File: src/rtl/pcm_tdm_pkg.sv
package pcm_tdm_pkg;
  typedef enum logic {
    SYNC_DELAYED = 1'b0,
    SYNC_ALIGNED = 1'b1
  } sync_mode_e;
endpackage

File: src/rtl/pcm_bclk_div.sv
module pcm_bclk_div #(
  parameter int HALF_DIV = 2
) (
  input  logic clk_i,
  input  logic rst_ni,
  output logic bclk_o,
  output logic rise_o,
  output logic fall_o
);
  localparam int DIV_W = (HALF_DIV > 1) ? $clog2(HALF_DIV) : 1;
  localparam logic [DIV_W-1:0] DIV_LAST = DIV_W'(HALF_DIV - 1);

  logic [DIV_W-1:0] div_q;
  logic             bclk_q;
  logic             edge_w;

  assign edge_w = (div_q == DIV_LAST);
  assign rise_o = edge_w && !bclk_q;
  assign fall_o = edge_w && bclk_q;
  assign bclk_o = bclk_q;

  always_ff @(posedge clk_i or negedge rst_ni) begin
    if (!rst_ni) begin
      div_q  <= '0;
      bclk_q <= 1'b0;
    end else if (edge_w) begin
      div_q  <= '0;
      bclk_q <= !bclk_q;
    end else begin
      div_q  <= div_q + 1'b1;
    end
  end

  assert_bclk_follows_rise_R1: assert property (@(posedge clk_i) disable iff (!rst_ni)
    rise_o |=> bclk_o);
endmodule

File: src/rtl/pcm_frame_ctl.sv
module pcm_frame_ctl
  import pcm_tdm_pkg::*;
#(
  parameter int DATA_W    = 16,
  parameter int MAX_SLOTS = 8,
  parameter int MAX_SW    = 32,
  parameter int SC_W      = 4,
  parameter int SW_W      = 6,
  parameter int IDX_W     = 3,
  parameter int POS_W     = 8
) (
  input  logic             clk_i,
  input  logic             rst_ni,
  input  logic             fall_i,
  input  logic             mode_i,
  input  logic [SC_W-1:0]  slot_cnt_i,
  input  logic [SW_W-1:0]  slot_w_i,
  input  logic [IDX_W-1:0] slot_idx_i,
  output logic             wrap_o,
  output logic             sync_o,
  output logic             in_slot_o,
  output logic             last_bit_o,
  output logic [POS_W-1:0] bit_idx_o
);
  localparam int PW = SC_W + SW_W + IDX_W;

  logic             run_q;
  logic [POS_W-1:0] pos_q, last_q, start_q, end_q;
  sync_mode_e       mode_q;
  logic             wrap_w;
  logic [PW-1:0]    len_w, start_w;

  assign wrap_w  = !run_q || (pos_q == last_q);
  assign len_w   = PW'(slot_cnt_i) * PW'(slot_w_i);
  assign start_w = PW'(slot_idx_i) * PW'(slot_w_i);

  always_ff @(posedge clk_i or negedge rst_ni) begin
    if (!rst_ni) begin
      run_q   <= 1'b0;
      pos_q   <= '0;
      last_q  <= '0;
      start_q <= '0;
      end_q   <= '0;
      mode_q  <= SYNC_DELAYED;
    end else if (fall_i) begin
      if (wrap_w) begin
        run_q   <= 1'b1;
        pos_q   <= '0;
        last_q  <= POS_W'(len_w - PW'(1));
        start_q <= POS_W'(start_w);
        end_q   <= POS_W'(start_w + PW'(slot_w_i) - PW'(1));
        mode_q  <= sync_mode_e'(mode_i);
      end else begin
        pos_q <= pos_q + 1'b1;
      end
    end
  end

  assign wrap_o     = fall_i && wrap_w;
  assign sync_o     = run_q && ((mode_q == SYNC_ALIGNED) ? (pos_q == '0) : (pos_q == last_q));
  assign in_slot_o  = run_q && (pos_q >= start_q) && (pos_q <= end_q);
  assign last_bit_o = in_slot_o && (pos_q == end_q);
  assign bit_idx_o  = pos_q - start_q;

  assert_pos_in_frame_R2: assert property (@(posedge clk_i) disable iff (!rst_ni)
    run_q |-> (pos_q <= last_q));
  assert_pos_holds_R2: assert property (@(posedge clk_i) disable iff (!rst_ni)
    !fall_i |=> $stable(pos_q));
  assert_cfg_legal_R5: assert property (@(posedge clk_i) disable iff (!rst_ni)
    (fall_i && wrap_w) |-> (slot_cnt_i != '0) && (int'(slot_cnt_i) <= MAX_SLOTS) &&
      (int'(slot_w_i) >= DATA_W) && (int'(slot_w_i) <= MAX_SW) &&
      (PW'(slot_idx_i) < PW'(slot_cnt_i)));
endmodule

File: src/rtl/pcm_slot_tx.sv
module pcm_slot_tx #(
  parameter int DATA_W = 16,
  parameter int POS_W  = 8
) (
  input  logic              clk_i,
  input  logic              rst_ni,
  input  logic              load_i,
  input  logic [DATA_W-1:0] tx_data_i,
  input  logic              in_slot_i,
  input  logic [POS_W-1:0]  bit_idx_i,
  output logic              tx_o,
  output logic              tx_oe_o
);
  localparam int DW_W = (DATA_W > 1) ? $clog2(DATA_W) : 1;

  logic [DATA_W-1:0] word_q;
  logic [DW_W-1:0]   sel_w;
  logic              payload_w;

  always_ff @(posedge clk_i or negedge rst_ni) begin
    if (!rst_ni)     word_q <= '0;
    else if (load_i) word_q <= tx_data_i;
  end

  assign payload_w = bit_idx_i < POS_W'(DATA_W);
  assign sel_w     = DW_W'(DATA_W - 1) - bit_idx_i[DW_W-1:0];
  assign tx_oe_o   = in_slot_i;
  // pad bits past the word are driven 0
  assign tx_o      = in_slot_i && payload_w && word_q[sel_w];
endmodule

File: src/rtl/pcm_slot_rx.sv
module pcm_slot_rx #(
  parameter int DATA_W = 16,
  parameter int POS_W  = 8
) (
  input  logic              clk_i,
  input  logic              rst_ni,
  input  logic              rise_i,
  input  logic              in_slot_i,
  input  logic              last_bit_i,
  input  logic [POS_W-1:0]  bit_idx_i,
  input  logic              rx_i,
  output logic [DATA_W-1:0] rx_data_o,
  output logic              rx_valid_o
);
  logic [DATA_W-1:0] sh_q;
  logic [DATA_W-1:0] sh_nxt;
  logic              take_w;

  assign take_w = rise_i && in_slot_i && (bit_idx_i < POS_W'(DATA_W));
  assign sh_nxt = take_w ? {sh_q[DATA_W-2:0], rx_i} : sh_q;

  always_ff @(posedge clk_i or negedge rst_ni) begin
    if (!rst_ni) begin
      sh_q       <= '0;
      rx_data_o  <= '0;
      rx_valid_o <= 1'b0;
    end else begin
      sh_q       <= sh_nxt;
      rx_valid_o <= 1'b0;
      if (rise_i && last_bit_i) begin
        rx_data_o  <= sh_nxt;
        rx_valid_o <= 1'b1;
      end
    end
  end

  assert_valid_single_R8: assert property (@(posedge clk_i) disable iff (!rst_ni)
    rx_valid_o |=> !rx_valid_o);
endmodule

File: src/rtl/pcm_tdm_port.sv
module pcm_tdm_port #(
  parameter int DATA_W    = 16,
  parameter int MAX_SLOTS = 8,
  parameter int MAX_SW    = 32,
  parameter int HALF_DIV  = 2,
  parameter int SC_W      = $clog2(MAX_SLOTS + 1),
  parameter int SW_W      = $clog2(MAX_SW + 1),
  parameter int IDX_W     = (MAX_SLOTS > 1) ? $clog2(MAX_SLOTS) : 1
) (
  input  logic              clk_i,
  input  logic              rst_ni,
  input  logic              mode_i,
  input  logic [SC_W-1:0]   slot_cnt_i,
  input  logic [SW_W-1:0]   slot_w_i,
  input  logic [IDX_W-1:0]  slot_idx_i,
  input  logic [DATA_W-1:0] tx_data_i,
  input  logic              rx_i,
  output logic              bclk_o,
  output logic              sync_o,
  output logic              tx_o,
  output logic              tx_oe_o,
  output logic [DATA_W-1:0] rx_data_o,
  output logic              rx_valid_o
);
  localparam int POS_W = $clog2(MAX_SLOTS * MAX_SW);

  logic             rise_w, fall_w, wrap_w, in_slot_w, last_bit_w;
  logic [POS_W-1:0] bit_idx_w;

  pcm_bclk_div #(.HALF_DIV(HALF_DIV)) i_div (
    .clk_i, .rst_ni, .bclk_o, .rise_o(rise_w), .fall_o(fall_w)
  );

  pcm_frame_ctl #(
    .DATA_W(DATA_W), .MAX_SLOTS(MAX_SLOTS), .MAX_SW(MAX_SW),
    .SC_W(SC_W), .SW_W(SW_W), .IDX_W(IDX_W), .POS_W(POS_W)
  ) i_frame (
    .clk_i, .rst_ni, .fall_i(fall_w), .mode_i, .slot_cnt_i, .slot_w_i, .slot_idx_i,
    .wrap_o(wrap_w), .sync_o, .in_slot_o(in_slot_w), .last_bit_o(last_bit_w),
    .bit_idx_o(bit_idx_w)
  );

  pcm_slot_tx #(.DATA_W(DATA_W), .POS_W(POS_W)) i_tx (
    .clk_i, .rst_ni, .load_i(wrap_w), .tx_data_i, .in_slot_i(in_slot_w),
    .bit_idx_i(bit_idx_w), .tx_o, .tx_oe_o
  );

  pcm_slot_rx #(.DATA_W(DATA_W), .POS_W(POS_W)) i_rx (
    .clk_i, .rst_ni, .rise_i(rise_w), .in_slot_i(in_slot_w), .last_bit_i(last_bit_w),
    .bit_idx_i(bit_idx_w), .rx_i, .rx_data_o, .rx_valid_o
  );

  assert_launch_on_fall_R2: assert property (@(posedge clk_i) disable iff (!rst_ni)
    !fall_w |=> ($stable(tx_o) && $stable(tx_oe_o) && $stable(sync_o)));
  assert_valid_after_rise_R8: assert property (@(posedge clk_i) disable iff (!rst_ni)
    rx_valid_o |-> $past(rise_w));
endmodule

File: config.mk
export PLATFORM = sky130hd
export DESIGN_NAME = pcm_tdm_port
export DESIGN_NICKNAME = d
export VERILOG_FILES = /design/src/rtl/pcm_tdm_pkg.sv /design/src/rtl/pcm_bclk_div.sv /design/src/rtl/pcm_frame_ctl.sv /design/src/rtl/pcm_slot_tx.sv /design/src/rtl/pcm_slot_rx.sv /design/src/rtl/pcm_tdm_port.sv
export SDC_FILE = /design/constraint.sdc
export NUM_CORES = 1
export LEC_CHECK = 0
export BUFFER_PORTS_ARGS = -buffer_cell sky130_fd_sc_hd__buf_2
export CELL_PAD_IN_SITES_DETAIL_PLACEMENT = 0
export CELL_PAD_IN_SITES_GLOBAL_PLACEMENT = 2
export CORE_MARGIN = 2
export CORE_UTILIZATION = 30
export CTS_CLUSTER_DIAMETER = 150
export CTS_CLUSTER_SIZE = 14
export DETAILED_ROUTE_END_ITERATION = 6
export PLACE_DENSITY_LB_ADDON = 0.12
export SETUP_SLACK_MARGIN = 0.4
export SLEW_MARGIN = 20
export SYNTH_ARGS = -nofsm -noshare
export SYNTH_HDL_FRONTEND = slang
export SYNTH_HIERARCHICAL = 1
export SYNTH_SLANG_ARGS = --single-unit
File: constraint.sdc
create_clock -name clk_i -period 3.2 [get_ports clk_i]
set_input_delay 0.32 -clock clk_i [delete_from_list [all_inputs] [get_ports clk_i]]
set_output_delay 0.32 -clock clk_i [all_outputs]
set_load 0.01 [all_outputs]
==> run summary <==
### Status
* **status** finished, violations left
* **violations in the final reports** negative setup slack

### Pwr
* **switching share of power** 37.8%
* **pwr dens** 685 nW/µm²
* **largest vdd supply drop** 0.000280 V
* **clock power share** 22.0%
* **switching power** 1990 µW
* **proportion of power drawn by combinational gates** 51.2%
* **share of power burned in registers** 26.8%
* **Leakage Power** 0.00370 µW
* **cell-internal power** 3280 µW

### Timing
* **fin crit share** 110%
* **count of pins over their slew limit** 0
* **setup slack after layout** -0.311 ns
* **slew at the pin closest to its max-slew limit** 0.553 ns
* **worst-case headroom to the max-slew limit** 63.2%
* **post-layout min period** 3.51 ns
* **final setup skew** 0.00617 ns
* **timing-limited maximum frequency** 0.285 GHz
* **total count of hold-check failures in the final report** 0
* **unrepaired setup endpoints after global routing** true
* **number of setup violations in the final report** 1
* **final setup TNS** -0.311 ns

### Floorplanning
* **# IOs** 54
* **width of the die** 143 µm
* **effective utilization at floorplan** 30.3%
* **die height** 143 µm
* **row count** 51
* **area of the die** 20,600 µm²
* **core footprint** 19,300 µm²

### Logic synthesis
* **primary flip-flop cell chosen by synthesis mapping** sky130_fd_sc_hd__dfrtp_1
* **synthesized cell area** 5830 µm²
* **Netlist cell types** 57
* **Post-Synthesis Net Count** 687
* **Synth async-reset ratio** 100%
* **sequential element share of the synthesized area** 36.5%
* **Seq cells post-synth** 85
* **count of flip-flops with a built-in enable after synthesis** 0
* **Cells after Synth** 589
* **Mean Syn Cell Area** 9.91 µm²
* **warnings from Yosys** 6

### Clock tree
* **CTS tree** yes
* **count of clock tree sinks** 85
* **# H-tree levels** 3
* **cts bufs inserted** 9
* **clock network latency to the later pin of the worst-skew pair** 0.34 ns
* **Clock Tree Buf Depth** 2
* **clock slew seen by the registers of the worst setup and hold paths** 0.07 ns
* **clk root buf** sky130_fd_sc_hd__clkbuf_16

### Critical path
* **required arrival time at the worst endpoint** 2.88 ns
* **Worst Path Class, Setup** flip-flop to primary output
* **reg-to-reg critical path startpoint** i_frame/start_q[0]
* **maximum fanout encountered on the critical timing path** 2
* **CP arrival** 3.19 ns
* **kind of end point of the critical path** primary output
* **start point of the critical path** i_frame/start_q[0]
* **startpoint type of the worst setup path** flip-flop

### Global route
* **largest net degree at the start of global routing** 48
* **vias in the first global route** 4,645
* **antenna violations before repair** 0
* **global-route wire length before repair** 22,800 µm
* **remaining global-route overflow** 0
* **total track usage** 14.1%

### Cells and area
* **area growth from synthesis to final layout** 31.7%
* **most frequent standard cell in the layout excluding fill and tap cells** sky130_fd_sc_hd__dfrtp_1
* **n_diodes** 0
* **final core occ** 39.9%
* **fraction of layout cells with a size suffix above 1** 37.2%
* **total number of nets in the final design** 795
* **most frequent cells in the layout** sky130_fd_sc_hd__dfrtp_1, sky130_fd_sc_hd__inv_1, sky130_fd_sc_hd__nand2_1

### Place
* **number of port buffers** 53
* **Final Wtd Congestion** 0.787
* **DPL Wire Length** 10,200 µm

### Drt
* **Vias per Instance** 4.57
* **total vias in the final route** 4,421
* **First-pass DRT Iterations** 4
* **number of nets with antenna violations after routing** 0
* **DRT Wirelength** 13,900 µm
* **post-detailed-route DRC marker count** 0
* **number of DRC violations after detailed-routing iteration 0** 140
* **average wire length per cell after detail routing** 14.3 µm

### Hold path
* **start point of the worst hold path** mode_i
* **worst hold-check path type** input pin to flip-flop

### Run
* **count of maximum capacitance violations** 0

[routing by layer]
layer / track usage [%] / share of wire (%) / vias to the layer above
li1: - / - / 2202
met1: 17.3 / 45 / 2132
met2: 24.9 / 50 / 69
met3: 2.20 / 2.7 / 18
met4: 5.26 / 2.1 / 0
met5: 0 / 0 / -
[power by group through the flow]
stage / clock network [µW] / logic, µW / registers [µW]
2_1_floorplan: 0 / 1560 / 1400
4_1_cts: 1200 / 2390 / 1420
6_report: 1160 / 2700 / 1410
3_5_place_dp: 0 / 2280 / 1430
3_3_place_gp: 0 / 2260 / 1430
5_1_grt: 1250 / 2990 / 1440
[worst max-delay path, cell delays in order (launching register included)]
cell                       delay [ns]
sky130_fd_sc_hd__dfrtp_2         0.44
sky130_fd_sc_hd__ha_4            0.18
sky130_fd_sc_hd__fa_2            0.36
sky130_fd_sc_hd__nor2b_1         0.12
sky130_fd_sc_hd__o21ai_1         0.08
sky130_fd_sc_hd__a21boi_1        0.19
sky130_fd_sc_hd__o311a_1         0.21
sky130_fd_sc_hd__o31ai_2         0.08
sky130_fd_sc_hd__a221oi_2        0.33
sky130_fd_sc_hd__or4b_4          0.52
sky130_fd_sc_hd__nor3b_4         0.18
sky130_fd_sc_hd__buf_2           0.16
[through the flow]
step | setup slack (ns) | hold slack (ns) | cells | area (µm²) | total power (µW)
after floorplan | -0.137 | 0.0244 | 589 | 6030 | 2950
after global placement | -0.254 | 0.349 | 931 | 6830 | 3680
after detailed placement | -0.332 | 0.356 | 931 | 6830 | 3720
after CTS | -0.335 | 0.188 | 956 | 7280 | 5010
after global routing | -0.442 | 0.186 | 967 | 7690 | 5680
final | -0.311 | 0.203 | 967 | 7690 | 5270
[path summary, 6_finish.rpt]
path	depth (start not counted)	slack [ns]	endpoint
worst min-delay path	2	0.20	i_frame/mode_q
max in group asynchronous	3	2.03	i_rx/rx_data_o[0]
worst min register to register	1	0.47	i_div/div_q
worst max-delay path	11	-0.31	tx_o
worst max register to register	13	0.21	i_rx/sh_q[7]
min in group asynchronous	2	0.51	i_tx/word_q[13]
[Yosys cell counts, drive strengths merged, types with 12 or more instances]
| cell | count | area share [%] |
|---|---|---|
| nand2 | 66 | 4.5 |
| mux2 | 37 | 8.1 |
| a31oi | 16 | 1.7 |
| o21ai | 53 | 5.1 |
| ha | 49 | 11 |
| a21oi | 16 | 1.4 |
| xor2 | 21 | 3.2 |
| and2 | 12 | 1.3 |
| nor2 | 33 | 2.2 |
| nand4 | 20 | 2.4 |
| dfrtp | 85 | 36 |
| inv | 74 | 4.8 |
| fa | 16 | 5.5 |
| clkbuf | 14 | 0.92 |
[logic make-up after synthesis]
group | count (synthesis) | share of synthesized area, %
mux | 43 | 10.5
flops | 85 | 36.5
buf+inv | 100 | 7.51
compound gates | 103 | 10.7
simple gates | 161 | 13.7
fa+ha+maj | 65 | 16.0
xor+xnor | 32 | 5.17
[state kept, by name (all words and copies together) (netlist names)]
| register | count |
|---|---|
| i_frame/mode_q | 1 |
| i_div/div_q | 1 |
| i_div/bclk_o | 1 |
| i_frame/last_q | 8 |
| i_frame/start_q | 8 |
| i_rx/rx_valid_o | 1 |
| i_rx/sh_q | 16 |
| i_frame/pos_q | 8 |
| i_rx/rx_data_o | 16 |
| i_frame/end_q | 8 |
| i_tx/word_q | 16 |
| i_frame/run_q | 1 |
[repair_timing]
action,CTS,global route
gates resized for setup,22,85
cloned,0,1
pin swaps,20,40
endpoints found under the hold margin,38,0
setup endpoints to repair,36,39
hold buffers,1,0
setup buffers,8,10
[final cells by class]
cell class	count	area, µm²
clock buffer	9	225
inverter	75	289
clock inverter	7	105
sequential	85	2130
multi-input combinational	404	3640
fill	1960	11600
tap	265	332
timing repair buffer	122	961
Power figures use the tool's default switching activity.
